**src/rtl/pin_irq_pkg.sv**
```systemverilog
package pin_irq_pkg;

  localparam int ADDR_W = 3;

  typedef enum logic [ADDR_W-1:0] {
    A_LEVEL  = 3'd0,
    A_ANY    = 3'd1,
    A_POL    = 3'd2,
    A_ENABLE = 3'd3,
    A_RAW    = 3'd4,
    A_MASKED = 3'd5,
    A_CLEAR  = 3'd6,
    A_SPARE  = 3'd7
  } reg_addr_e;

  // Level trigger: active when the sample equals the chosen polarity.
  function automatic logic level_active(input logic pol, input logic cur);
    return cur == pol;
  endfunction

  // Edge trigger from two successive samples.
  function automatic logic edge_seen(input logic any, input logic pol,
                                     input logic cur, input logic prv);
    logic rise, fall;
    rise = cur & ~prv;
    fall = ~cur & prv;
    if (any) return rise | fall;
    return pol ? rise : fall;
  endfunction

endpackage

```
**src/rtl/pin_irq_sync.sv**
```systemverilog
module pin_irq_sync #(
  parameter int WIDTH = 8
) (
  input  logic             clk,
  input  logic             rst_n,
  input  logic [WIDTH-1:0] async_in,
  output logic [WIDTH-1:0] cur_q,
  output logic [WIDTH-1:0] prv_q
);

  logic [WIDTH-1:0] meta_q;

  always_ff @(posedge clk or negedge rst_n) begin
    if (!rst_n) begin
      meta_q <= '0;
      cur_q  <= '0;
      prv_q  <= '0;
    end else begin
      meta_q <= async_in;
      cur_q  <= meta_q;
      prv_q  <= cur_q;
    end
  end

endmodule

```
**src/rtl/pin_irq_regs.sv**
```systemverilog
module pin_irq_regs
  import pin_irq_pkg::*;
#(
  parameter int NPINS = 8
) (
  input  logic              clk,
  input  logic              rst_n,
  input  logic              wr_en,
  input  logic [ADDR_W-1:0] addr,
  input  logic [NPINS-1:0]  wdata,
  output logic [NPINS-1:0]  level_q,
  output logic [NPINS-1:0]  any_q,
  output logic [NPINS-1:0]  pol_q,
  output logic [NPINS-1:0]  enable_q,
  output logic [NPINS-1:0]  cfg_changed,
  output logic [NPINS-1:0]  clr_strobe
);

  logic hit_level, hit_any, hit_pol, hit_en, hit_clr;

  always_comb begin
    hit_level = wr_en && (addr == A_LEVEL);
    hit_any   = wr_en && (addr == A_ANY);
    hit_pol   = wr_en && (addr == A_POL);
    hit_en    = wr_en && (addr == A_ENABLE);
    hit_clr   = wr_en && (addr == A_CLEAR);
    cfg_changed = (hit_level ? (wdata ^ level_q) : '0)
                | (hit_any   ? (wdata ^ any_q)   : '0)
                | (hit_pol   ? (wdata ^ pol_q)   : '0);
    clr_strobe  = hit_clr ? wdata : '0;
  end

  always_ff @(posedge clk or negedge rst_n) begin
    if (!rst_n) begin
      level_q  <= '0;
      any_q    <= '0;
      pol_q    <= '0;
      enable_q <= '0;
    end else begin
      if (hit_level) level_q  <= wdata;
      if (hit_any)   any_q    <= wdata;
      if (hit_pol)   pol_q    <= wdata;
      if (hit_en)    enable_q <= wdata;
    end
  end


  enable_write_chk: assert property (@(posedge clk) disable iff (!rst_n)
    (wr_en && addr == A_ENABLE) |=> (enable_q == $past(wdata)));


  enable_hold_chk: assert property (@(posedge clk) disable iff (!rst_n)
    !(wr_en && addr == A_ENABLE) |=> $stable(enable_q));

endmodule

```
**src/rtl/pin_irq_cell.sv**
```systemverilog
module pin_irq_cell
  import pin_irq_pkg::*;
(
  input  logic clk,
  input  logic rst_n,
  input  logic level_mode,
  input  logic any_edge,
  input  logic pol,
  input  logic cur,
  input  logic prv,
  input  logic clr,
  input  logic cfg_chg,
  output logic status_q
);

  logic edge_hit, lvl_hit;

  always_comb begin
    edge_hit = ~level_mode & edge_seen(any_edge, pol, cur, prv);
    lvl_hit  = level_mode & level_active(pol, cur);
  end

  always_ff @(posedge clk or negedge rst_n) begin
    if (!rst_n)          status_q <= 1'b0;
    else if (cfg_chg)    status_q <= 1'b0;
    else if (level_mode) status_q <= lvl_hit;
    else                 status_q <= edge_hit | (status_q & ~clr);
  end


  edge_sticky_chk: assert property (@(posedge clk) disable iff (!rst_n)
    (!level_mode && status_q && !clr && !cfg_chg) |=> status_q);


  edge_beats_clear_chk: assert property (@(posedge clk) disable iff (!rst_n)
    (!level_mode && clr && edge_hit && !cfg_chg) |=> status_q);


  cfg_clears_chk: assert property (@(posedge clk) disable iff (!rst_n)
    cfg_chg |=> !status_q);


  level_ignores_clear_chk: assert property (@(posedge clk) disable iff (!rst_n)
    (level_mode && !cfg_chg && (cur == pol) && clr) |=> status_q);


  any_edge_chk: assert property (@(posedge clk) disable iff (!rst_n)
    (!level_mode && any_edge && (cur != prv) && !cfg_chg) |=> status_q);

endmodule

```
**src/rtl/pin_irq_unit.sv**
```systemverilog
module pin_irq_unit
  import pin_irq_pkg::*;
#(
  parameter int NPINS = 8
) (
  input  logic              clk,
  input  logic              rst_n,
  input  logic [NPINS-1:0]  pins_in,
  input  logic              reg_wr,
  input  logic [ADDR_W-1:0] reg_addr,
  input  logic [NPINS-1:0]  reg_wdata,
  output logic [NPINS-1:0]  reg_rdata,
  output logic              irq_out
);

  logic [NPINS-1:0] cur_w, prv_w;
  logic [NPINS-1:0] level_w, any_w, pol_w, enable_w;
  logic [NPINS-1:0] cfg_chg_w, clr_w;
  logic [NPINS-1:0] raw_w, masked_w;

  pin_irq_sync #(.WIDTH(NPINS)) u_sync (
    .clk(clk), .rst_n(rst_n), .async_in(pins_in),
    .cur_q(cur_w), .prv_q(prv_w)
  );

  pin_irq_regs #(.NPINS(NPINS)) u_regs (
    .clk(clk), .rst_n(rst_n), .wr_en(reg_wr), .addr(reg_addr),
    .wdata(reg_wdata), .level_q(level_w), .any_q(any_w), .pol_q(pol_w),
    .enable_q(enable_w), .cfg_changed(cfg_chg_w), .clr_strobe(clr_w)
  );

  for (genvar g = 0; g < NPINS; g++) begin : g_pin
    pin_irq_cell u_cell (
      .clk(clk), .rst_n(rst_n),
      .level_mode(level_w[g]), .any_edge(any_w[g]), .pol(pol_w[g]),
      .cur(cur_w[g]), .prv(prv_w[g]), .clr(clr_w[g]),
      .cfg_chg(cfg_chg_w[g]), .status_q(raw_w[g])
    );
  end

  assign masked_w = raw_w & enable_w;

  always_ff @(posedge clk or negedge rst_n) begin
    if (!rst_n) irq_out <= 1'b0;
    else        irq_out <= |masked_w;
  end

  always_comb begin
    case (reg_addr_e'(reg_addr))
      A_LEVEL:  reg_rdata = level_w;
      A_ANY:    reg_rdata = any_w;
      A_POL:    reg_rdata = pol_w;
      A_ENABLE: reg_rdata = enable_w;
      A_RAW:    reg_rdata = raw_w;
      A_MASKED: reg_rdata = masked_w;
      default:  reg_rdata = '0;
    endcase
  end


  irq_registered_chk: assert property (@(posedge clk) disable iff (!rst_n)
    1'b1 |=> (irq_out == $past(|(raw_w & enable_w))));


  blocked_pin_chk: assert property (@(posedge clk) disable iff (!rst_n)
    (enable_w == '0) |=> !irq_out);

endmodule

```
**config.mk**
```make
export PLATFORM = sky130hd
export DESIGN_NAME = pin_irq_unit
export DESIGN_NICKNAME = d
export VERILOG_FILES = /design/src/rtl/pin_irq_pkg.sv /design/src/rtl/pin_irq_sync.sv /design/src/rtl/pin_irq_regs.sv /design/src/rtl/pin_irq_cell.sv /design/src/rtl/pin_irq_unit.sv
export SDC_FILE = /design/constraint.sdc
export NUM_CORES = 1
export LEC_CHECK = 0
export BUFFER_PORTS_ARGS = -buffer_cell sky130_fd_sc_hd__buf_2
export CELL_PAD_IN_SITES_DETAIL_PLACEMENT = 0
export CELL_PAD_IN_SITES_GLOBAL_PLACEMENT = 2
export CORE_AREA = 2 2 89 108
export DETAILED_ROUTE_END_ITERATION = 10
export DIE_AREA = 0 0 91 110
export PLACE_DENSITY_LB_ADDON = 0.1
export SYNTH_ARGS = -nofsm -noshare
export SYNTH_HDL_FRONTEND = slang
export SYNTH_SLANG_ARGS = --single-unit
```
**constraint.sdc**
```tcl
create_clock -name clk -period 2.1 [get_ports clk]
set_clock_uncertainty 0.05 [all_clocks]
set_input_delay 0.42 -clock clk [delete_from_list [all_inputs] [get_ports clk]]
set_output_delay 0.42 -clock clk [all_outputs]
set_load 0.05 [all_outputs]
```
; Word level (Yosys, flattened, before mapping)
; Cells that the tools add are included.
[totals]
input_bits = 22
register_bits = 65
[classes]
n_mux = 53
n_reduce_logical = 7
n_bitwise = 94
n_eq_ne = 14
[ops]
columns = cell, count
row1 = 1-bit two-way mux, 48
row2 = 8-bit one-hot mux with 6 select lines, 1
row3 = 1-bit bitwise AND, 40
row4 = 8-bit two-way mux, 4
row5 = 1-bit inverter, 32
row6 = 8-bit XOR, 3
row7 = 1-bit OR, 16
row8 = 8-bit OR, 2
row9 = 3-bit equality test (second input constant), 3
row10 = 8-bit bitwise AND, 1
row11 = 1-bit equality test, 8
row12 = 8-bit OR reduction, 1
row13 = 3-bit by 2-bit equality test with 1-bit output (second input constant), 2
row14 = 1-bit logical AND, 5
row15 = 3-bit by 1-bit equality test with 1-bit output (second input constant), 1
row16 = 3-bit zero test, 1

; Depth between registers and ports, before layout
[depth]
word_depth = 9
ltp_mapped = 7

; Cells and area by module
; A second synthesis with hierarchy kept.
[hier_totals]
hier_cells = 329
hier_area_um2 = 3617.2
[modules_own_cells]
columns = module, n_inst, area_per_inst_um2, cells_per_inst, seq_area_each_um2
row1 = pin_irq_regs, 1, 1691.6, 136, 800.8
row2 = pin_irq_cell, 8, 107.6, 13, 25.0
row3 = pin_irq_sync, 1, 600.6, 24, 600.6
row4 = pin_irq_unit, 1, 464.2, 65, 25.0

; Worst setup path after synthesis
; No wires, ideal clock.
[synth_timing]
path_type = in2out
start = input reg_addr[1]
end = output reg_rdata[3]
path_stages = 6
slack_ns = -0.281
t_arrival_ns = 1.911
required_time_ns = 1.630
n_path_buf = 3
path_cell_list = buf_2 > buf_4 > buf_2 > nor2_1 > a21oi_1 > o221ai_1
[synth_via]
elab_chain_cells = 2
[synth_rtl]
columns = item, line_no
row1 = start: declaration, pin_irq_unit.sv:10  ; input logic [ADDR_W-1:0] reg_addr,
row2 = "3-bit equality test, or another cell as far along", pin_irq_unit.sv:49  ; case (reg_addr_e'(reg_addr))
row3 = 8-bit one-hot mux with 6 select lines *, pin_irq_unit.sv:49
row4 = end: declaration, pin_irq_unit.sv:12  ; output logic [NPINS-1:0] reg_rdata,
; Mark *: on every way between the ends. The rest lies on a longest branch, timed or not.

; Worst setup path after layout
[layout_timing]
start = register u_regs.any_q[0]
end = output reg_rdata[0]
[layout_via]
elab_chain_cells = 1
[layout_rtl]
columns = item, line_no
row1 = start: declaration, pin_irq_regs.sv:12  ; output logic [NPINS-1:0] any_q,
row2 = start signal: assignment, pin_irq_regs.sv:41  ; if (hit_any) any_q <= wdata;
row3 = 8-bit one-hot mux with 6 select lines, pin_irq_unit.sv:49
; Every way passes these cells.

==> results.md <==
## Outcome
- run status: complete, no violations

## Final layout
- post-route cell area: 4180 sq um
- layout filler cell count: 910
- layout overhead on the synthesized area: 18.6%
- count of nets after finishing: 398
- post-route insts no fill: 485
- number of diodes added for antenna fixing: 0
- fraction of final layout cells with drive strength greater than 1: 31.2%

## Job
- max-capacitance violation count: 0

## Yosys
- most area-hungry cell type in the Yosys netlist: sky130_fd_sc_hd__dfrtp_1
- netlist area before placement: 3530 sq um
- leading post-synthesis cells by instance count: 65 x sky130_fd_sc_hd__dfrtp_1, 37 x sky130_fd_sc_hd__nand2_1, 29 x sky130_fd_sc_hd__mux2i_1
- flip-flop cell with the highest count after synthesis: sky130_fd_sc_hd__dfrtp_1
- most common cell in the netlist: sky130_fd_sc_hd__dfrtp_1
- net count of the mapped netlist: 349
- count of distinct cell types in the synthesized netlist: 39
- cells after synthesis: 311
- count of state elements after synthesis: 65
- register area share after synthesis: 46.1%
- YS warnings: 0
- number of enable flip-flop cells after synthesis: 0
- biggest area contributors in the synthesized netlist: sky130_fd_sc_hd__dfrtp_1 46%, sky130_fd_sc_hd__mux2i_1 8.2%, sky130_fd_sc_hd__mux2_2 6.7%
- mean post-synth cell area: 11.3 sq um
- share of synthesized registers carrying an async set or reset: 100%
- fraction of synthesized cell area taken by the top area cell type: 46.1%

## Floorplan
- Core Footprint: 8940 sq um
- Die X: 91 microns
- std cell rows: 38
- vertical extent of the die: 110 microns
- Starting Density: 39.5%
- number of placed I/O pins: 31
- die footprint: 10,000 sq um

## Worst setup path
- highest cell delay on the worst timing path: 0.43 ns
- crit-path cells: mux2_2, a22oi_1, o22ai_2, clkbuf_4
- arrival time of the worst setup path: 1.59 ns
- total buffers and inverters traversed by the critical path: 1
- endpoint of the worst register-to-register path: g_pin[4].u_cell.status_q
- classification of the worst setup path: reg -> out
- number of cells on the worst reg-to-reg path: 6
- Slowest-stage cell, CP: sky130_fd_sc_hd__dfrtp_1
- worst-case register-to-register setup slack: 0.58 ns
- startpoint of the worst register-to-register path: u_sync.cur_q[4]
- kind of cell with the highest combined delay on the critical path: flip-flops
- required arrival time at the worst endpoint: 1.63 ns
- Critical Path Sink Type: primary output
- Setup crit start kind: flip-flop
- largest fanout on the critical path: 4

## Placed design
- detailed placer's ending HPWL: 5620 microns
- Inst Count DP: 467
- dpl cell area: 3930 sq um
- count of buffers inserted at the top-level ports: 30
- GP Congestion: 0.760

## Clocking
- cell at the root of the clock tree: sky130_fd_sc_hd__clkbuf_8
- clock tree from TritonCTS: built
- clock transition at the registers of the reported paths: 0.08 ns
- number of buffers inserted during clock tree synthesis: 9
- count of hold-fix buffers inserted at cts: 0
- Clock Tree Buf Depth: 2
- Skew-Pair Late Insertion Delay: 0.35 ns
- sink count of the clock tree: 65
- count of H-tree levels built during CTS: 3

## Routing
- routed wire length: 8230 microns
- Routed Antenna Nets: 0
- DRT met1 WL: 3830 microns
- uppermost layer routed: met4
- number of DRC violations after detailed routing: 0
- Routed wire per std cell: 17.0 microns
- Vias: 2,567
- Starting DRT DRC Count: 140
- met2 wire length: 4050 microns
- number of detailed-route iterations in the first pass: 4
- amount of wire on met3 after detailed routing: 222 microns
- vias per cell: 5.29

## Power and ir drop
- worst IR drop on VDD: 0.313 mV
- power density relative to cell area: 944 nW/um^2
- leakage power summed over all cells: 1.94 nW

## Min path
- type of the worst min-delay path: in -> async

## Timing
- Slew Limit Fails: 0
- final worst-path cycle share: 97.9%
- Final Hold Violating Endpoints: 0
- transition time of the tightest slew-check pin: 0.454 ns
- Final Critical Period: 2.06 ns
- total of endpoints with negative setup slack in the final report: 0
- setup TNS: 0 ns
- upper clock frequency limit: 0.487 GHz
- normalized max-slew margin: 69.7%

## GRT
- global router's overall resource usage: 17.6%
- number of antenna violations at the first check in global routing: 0
- remaining global-route overflow: 0
- maximum number of pins on one net before global-route repair: 66
- global-route wire length before repair: 13,600 microns
- via count of the first global-routing pass: 2,623

## through the flow
stage	total power, W	utilization, %	hold slack (ns)	worst slack, ns
2_1_floorplan	0.00245	-	0.0744	0.0178
3_3_place_gp	0.00275	44.0	0.283	0.0550
3_5_place_dp	0.00276	44.0	0.285	0.0212
4_1_cts	0.00398	46.4	0.0391	0.0151
5_1_grt	0.00418	46.8	0.0626	-0.00729
6_report	0.00395	46.8	0.0210	0.0449
## worst max path at each step
stage,depth (start not counted),to,from
after floorplan,6,reg_rdata[3],reg_addr[1]
after global placement,5,reg_rdata[7],reg_addr[2]
after detailed placement,6,reg_rdata[7],reg_addr[1]
after CTS,6,reg_rdata[7],reg_addr[1]
after global routing,4,reg_rdata[4],u_regs.level_q[4]
final,4,reg_rdata[0],u_regs.any_q[0]
## sequential cells by signal, indices dropped and copies added, names as in the netlist
register               cells
u_regs.enable_q            8
u_regs.any_q               8
u_regs.pol_q               8
u_sync.cur_q               8
u_sync.prv_q               8
u_sync.meta_q              8
g_pin.u_cell.status_q      8
u_regs.level_q             8
irq_out                    1
## metal layers
metal / GRT usage [%] / vias up
met2: 29.9 / 46
met4: 6.49 / 0
met3: 3.06 / 11
met5: 0 / -
li1: - / 1226
met1: 22.8 / 1284
## timing repair
item	4_1_cts	5_1_grt
resized for setup	0	9
buffers inserted	0	2
hold endpoints to repair	0	0
setup endpoints to repair	0	6
## report_power, final
group	internal (W)	total (W)	switching, W
clock network	0.000668	0.00120	0.000529
logic	0.000492	0.00100	0.000509
registers	0.00147	0.00175	0.000277
## worst reg2reg max path, stage by stage (launching register included)
cell and delay [ns]:
sky130_fd_sc_hd__dfrtp_1 0.41, sky130_fd_sc_hd__inv_1 0.09, sky130_fd_sc_hd__ha_1 0.14, sky130_fd_sc_hd__mux2i_1 0.06, sky130_fd_sc_hd__mux2i_1 0.19, sky130_fd_sc_hd__o21ai_1 0.12
sky130_fd_sc_hd__a2111oi_2 0.36
## cells in the final DEF, fill, tap and decap left out, drive strengths merged, types with 9 or more instances in the layout
cell type	netlist	final
dfrtp	65	65
buf	13	47
nand2	37	37
mux2i	29	29
mux2	29	29
inv	16	16
ha	16	16
a21oi	13	13
clkbuf	0	13
a22oi	12	12
nor2	9	9
## kinds of logic (layout without fill, tap and decap cells)
family,Yosys count,after routing,synth area share [%]
AND/OR/NAND/NOR,70,70,10.0
AO/OA/AOI/OAI,66,66,13.3
flip-flops,65,65,46.1
multiplexers,58,58,18.3
buffers and inverters,29,83,4.82
adder cells (fa/ha/maj),16,16,5.68
XOR/XNOR,7,7,1.74
## final cells by class
| class | instances | area (sq um) | area share, % |
|---|---|---|---|
| clock buffer | 9 | 124 | 2.96 |
| inverter | 16 | 60.1 | 1.44 |
| multi-input combinational | 217 | 1780 | 42.6 |
| sequential | 65 | 1630 | 39.0 |
| clock inverter | 7 | 95.1 | 2.27 |
| timing repair buffer | 51 | 343 | 8.20 |
| tap | 120 | 150 | 3.59 |
(Power assumes the default switching activity.)
